===== src/rtl/lane_align.sv =====
module lane_align #(
  parameter logic [31:0] TRAP_VEC = 32'h8000_0000
) (
  input  logic        clk,
  input  logic        rst_n,
  input  logic        req_valid,
  input  logic        req_store,
  input  logic [1:0]  req_size,
  input  logic        req_signed,
  input  logic [1:0]  req_addr,
  input  logic [31:0] req_wdata,
  input  logic [31:0] req_rdata,
  output logic        rsp_valid,
  output logic        rsp_trap,
  output logic [31:0] rsp_trap_vec,
  output logic [31:0] rsp_wdata,
  output logic [3:0]  rsp_be,
  output logic [31:0] rsp_load_data,
  output logic        rsp_z,
  output logic        rsp_n,
  output logic        rsp_v,
  output logic        rsp_c
);
  logic is_word, is_half, trap;
  logic [3:0]  be_c;
  logic [31:0] wd_c, sh_c, ld_c;

  assign is_word = req_size[1];
  assign is_half = (req_size == 2'b01);
  assign trap    = (is_word && req_addr != 2'b00) || (is_half && req_addr[0]);

  assign be_c = is_word ? 4'hF
              : is_half ? (req_addr[1] ? 4'hC : 4'h3)
              : (4'h1 << req_addr);

  assign wd_c = is_word ? req_wdata
              : is_half ? ({16'b0, req_wdata[15:0]} << {req_addr[1], 4'b0})
              : ({24'b0, req_wdata[7:0]} << {req_addr, 3'b0});

  assign sh_c = req_rdata >> {req_addr, 3'b0};
  assign ld_c = is_word ? req_rdata
              : is_half ? {{16{req_signed & sh_c[15]}}, sh_c[15:0]}
              : {{24{req_signed & sh_c[7]}}, sh_c[7:0]};

  always_ff @(posedge clk) begin
    if (!rst_n) begin
      rsp_valid     <= 1'b0;
      rsp_trap      <= 1'b0;
      rsp_be        <= 4'h0;
      rsp_wdata     <= 32'h0;
      rsp_load_data <= 32'h0;
    end else begin
      rsp_valid <= req_valid;
      if (req_valid) begin
        rsp_trap      <= trap;
        rsp_be        <= (req_store && !trap) ? be_c : 4'h0;
        rsp_wdata     <= (req_store && !trap) ? wd_c : 32'h0;
        rsp_load_data <= (!req_store && !trap) ? ld_c : 32'h0;
      end
    end
  end

  assign rsp_trap_vec = rsp_trap ? TRAP_VEC : 32'h0;
  assign rsp_z = (rsp_load_data == 32'h0);
  assign rsp_n = rsp_load_data[31];
  assign rsp_v = 1'b0;
  assign rsp_c = 1'b0;
endmodule



===== config.mk =====
export PLATFORM = sky130hd
export DESIGN_NAME = lane_align
export DESIGN_NICKNAME = d
export VERILOG_FILES = /design/src/rtl/lane_align.sv
export SDC_FILE = /design/constraint.sdc
export NUM_CORES = 1
export LEC_CHECK = 0
export ABC_AREA = 1
export BUFFER_PORTS_ARGS = -buffer_cell sky130_fd_sc_hd__buf_2
export CAP_MARGIN = 30
export CORE_MARGIN = 4
export CORE_UTILIZATION = 48
export DETAILED_ROUTE_END_ITERATION = 12
export GPL_ROUTABILITY_DRIVEN = 0
export PLACE_DENSITY = 0.8
export SETUP_SLACK_MARGIN = 0.15
export SYNTH_ARGS = -nofsm -noshare
export SYNTH_HDL_FRONTEND = slang
export SYNTH_SLANG_ARGS = --single-unit

===== constraint.sdc =====
create_clock -name clk -period 1.8 [get_ports clk]
set_input_delay 0.27 -clock clk [delete_from_list [all_inputs] [get_ports clk]]
set_output_delay 0.27 -clock clk [all_outputs]
set_load 0.01 [all_outputs]

# Yosys cells after proc, flatten, opt, wreduce, memory -nomap -nowiden
# Index checks and enable logic that the tools add are counted.
[word_totals]
ff_bits = 70
output_inout_bits = 106
elab_cells = 32
inputBits = 73
[classes]
n_reduce_logical = 9
n_mux = 11
bitwise_logic = 2
eq_ne = 1
shifts = 4
[op_table]
columns = ["operator", "count"]
rows = [
  ["32-bit two-way mux", 7],
  ["32-bit logical NOT", 1],
  ["16-bit by 5-bit left shift with 32-bit output", 1],
  ["8-bit by 5-bit left shift with 32-bit output", 1],
  ["32-bit by 5-bit right shift with 16-bit output", 1],
  ["4-bit two-way mux", 4],
  ["1-bit logical AND", 4],
  ["1-bit by 2-bit left shift with 4-bit output (first input constant)", 1],
  ["1-bit bitwise AND", 2],
  ["2-bit by 1-bit equality test with 1-bit output (second input constant)", 1],
  ["1-bit logical NOT", 2],
  ["2-bit nonzero test", 1],
  ["1-bit logical OR", 1],
]

# Logic depth before layout (Yosys ltp)
[logic_depth]
word_depth = 6
ltp_mapped = 12
depth_no_buf = 11

# Worst setup path before layout
# Ideal clock, no wire load.
[synth_timing]
path_type = "input-to-reg"
startpoint = "in req_addr[0]"
endpoint = "reg rsp_load_data[23]"
slack_ns = 0.452
stages = 9
arrival_ns = 1.277
n_path_buf = 2
setup_time_ns = 0.071
required_time_ns = 1.729
cell_sequence = "buf_6 nor2_4 nor2_1 nor2_4 nand3_4 buf_6 a21oi_2 nand2_2 a21oi_2"
[synth_between]
elab_chain_cells = 6
elab_cells_between_ends = 12
classes_between = "shift: 1; mux: 3; bitwise: 2; reduce/logical: 6"
[synth_rtl]
columns = ["item", "line", "source"]
rows = [
  ["start: declaration", "10", "input logic [1:0] req_addr,"],
  ["branches (longest 5 deep; another with 32-bit by 5-bit right shift with 16-bit output)", "--", ""],
  ["32-bit two-way mux *", "58", "rsp_load_data <= (!req_store && !trap) ? ld_c : 32'h0;"],
  ["end signal: assignment", "58", ""],
  ["end: declaration", "18", "output logic [31:0] rsp_load_data,"],
]
# Every way passes the cells marked *.
# A chain may end at the register's enable or synchronous reset.

# Worst setup path after layout
[layout_timing]
startpoint = "reg rsp_load_data[5]"
endpoint = "out rsp_z"
[layout_between]
elab_chain_cells = 1
[layout_rtl]
columns = ["item", "line", "source"]
rows = [
  ["32-bit logical NOT", "64", "assign rsp_z = (rsp_load_data == 32'h0);"],
  ["end: declaration", "19", "output logic rsp_z,"],
]
# No other way between the ends.

==> flow_summary.yaml <==
placement:
  hpwl_um: 9450
  place_area_sq_um: 4870
  portBuffers: 145
  post-place-cells: 870
setup_path:
  critPathMaxStageDelay_ns: 0.36
  worstSetupEndpointType: "output port"
  crit_family: "simple AND/OR/NAND/NOR gates"
  worst_path_max_delay_cell: "dfxtp_1"
  critPathBufInv: 1
  worstPathMaxFanout: 3
  cp_cell_sequence: "nor4_4 > nand4_1 > nor2_1 > buf_2"
  critical_path_class: "flop to output port"
  cp.required_ns: 1.53
  crit_arrival_ns: 1.44
  start_kind: "flop"
yosys:
  syn_inst: 646
  synth_cell_types: 27
  syn-cell-area_sq_um: 4210
  ys_seq_area_share_pct: 33.3
  yosysWarnings: 0
  ys_ff_latch: 70
  avgSynthCellArea_sq_um: 6.51
clock_tree:
  cts_tree: "yes"
  cts_root_buf: "clkbuf_8"
  htree_levels: 3
  post-cts-setup-buffer-count: 0
  clk_latency_ns: 0.33
  cts_hold_buffers: 0
  clk_pin_slew_ns: 0.07
  clock-sinks: 70
  cts.path.max_buffers: 2
  cts_made_buffers: 9
power:
  ir_drop_uv: 391
  power.density_nw_per_um2: 700
  cellLeakagePower_nw: 2.51
  p_total_w: 0.00359
job:
  maxCapViolCount: 0
detailed_routing:
  vias_per_cell: 5.04
  drt_iter0_markers: 345
  drt.antenna.violating_nets: 0
  drc: 0
  drt-wirelength-per-cell_um: 13.9
  wirelength_um: 12300
  drt-pass1-iter-count: 5
  vias: 4468
grt:
  grt_pass1_vias: 3947
  grtUsageTotal_pct: 23.3
  gr-total-overflow: 0
  grt_max_degree: 46
  grt_pass1_wl_um: 19300
  antenna_found_initial: 0
timing:
  tns_ns: 0
  final-setup-viol-count: 0
  finalCritPeriodShare_pct: 95.2
  rsz0062_at_grt: "true"
  finClkSkew_ns: 0
  worstMarginPinSlew_ns: 0.549
  hold_violations: 0
  fin_crit_ns: 1.71
  relSlewSlack_pct: 63.4
  clock.fmax_ghz: 0.584
  finalMaxSlewViolations: 0
cells_and_area:
  layout_commonest_cell: "nand2_1"
  drive_above_1_share_pct: 30.3
  design_area_sq_um: 5130
  final_core_util_pct: 61.2
  final_cell_mix: "nand2_1 (195), buf_2 (145), a21oi_1 (88), dfxtp_1 (65), nor2_1 (54)"
  fin_nets: 849
  seqCellArea_sq_um: 1410
  diodes: 0
  syn_to_final_growth_pct: 22.0
  multiInputGateArea_sq_um: 2330
  fillers: 810
  fin_cells: 886
min_path:
  min_path_type: "primary input to flop"
die:
  io-pin-count: 179
  num_rows: 33
  coreArea_sq_um: 8380
  dieArea_sq_um: 10300
  die_height_um: 102
  start_util_pct: 50.2
  fp.dieW_um: 102
status:
  status: "finished clean"
## stage by stage
| stage | hold WS, ns | worst slack (ns) |
|---|---|---|
| floorplan | 0.363 | 0.452 |
| global placement | 0.452 | 0.193 |
| detailed placement | 0.453 | 0.143 |
| CTS | 0.147 | 0.0833 |
| global route | 0.170 | 0.0384 |
| finish | 0.158 | 0.0868 |
## Yosys cell counts, drive strengths merged
library cell | number | share of area, %
nand3b | 1 | 0.18
o211ai | 1 | 0.18
nor4 | 8 | 1.2
nor3 | 1 | 0.24
dfxtp | 70 | 33
o21ai | 35 | 4.2
nand4 | 3 | 0.45
nand3 | 14 | 2.6
nor2 | 59 | 6.2
clkbuf | 19 | 1.7
a21oi | 112 | 15
or2 | 1 | 0.15
conb | 1 | 0.089
inv | 54 | 4.8
nand2 | 207 | 19
buf | 53 | 9.1
o22ai | 7 | 1.0
## state kept, by name (all words and copies together), names as in the netlist
register and count:
rsp_be 4, rsp_load_data 32, rsp_trap 1, rsp_valid 1
rsp_wdata 32
## layout make-up
cell class	count	share of cell area (%)
Multi-Input combinational cell	482	45.4
Sequential cell	70	27.4
Timing Repair Buffer	159	16.9
Inverter	54	3.95
Tap cell	105	2.56
Clock buffer	10	2.49
Clock inverter	6	1.22
## metal layers
metal	vias to the layer above	track usage [%]	share of wire (%)
met5	-	0	0
met4	0	8.38	2.4
met3	26	4.55	8.8
met2	220	35.8	45
met1	1965	32.4	43
li1	2257	-	-
## tightest hold or removal path: stages
cell and delay (ns):
buf_2 0.10, nand2_1 0.05, inv_1 0.04
## cells by family after synthesis
kind of cell    count (synthesis)  synth area share (%)
simple gates                  294                  30.1
compound gates                155                  20.9
buf+inv                       126                  15.6
flops                          70                  33.3
other cells                     1                0.0891
## report_power, final
part	total [W]	switching [W]	internal, W
Clock	0.00122	0.000585	0.000635
Combinational	0.000739	0.000473	0.000266
Sequential	0.00163	0.0000358	0.00160
Total	0.00359	0.00109	0.00250
## final timing paths
kind | endpoint | startpoint | slack [ns] | depth (start not counted)
hold reg to reg | rsp_be[3] | rsp_be[3] | 0.47 | 2
hold / removal | rsp_valid | rst_n | 0.16 | 3
setup / recovery | rsp_z | rsp_load_data[5] | 0.09 | 4
setup reg to reg | rsp_load_data[5] | rsp_load_data[5] | 1.08 | 2
## timing repair
action | in CTS | in global routing
pin swaps | 4 | 5
gates resized for setup | 9 | 5
setup endpoints to repair | 1 | 1
Power figures use the tool's default switching activity.
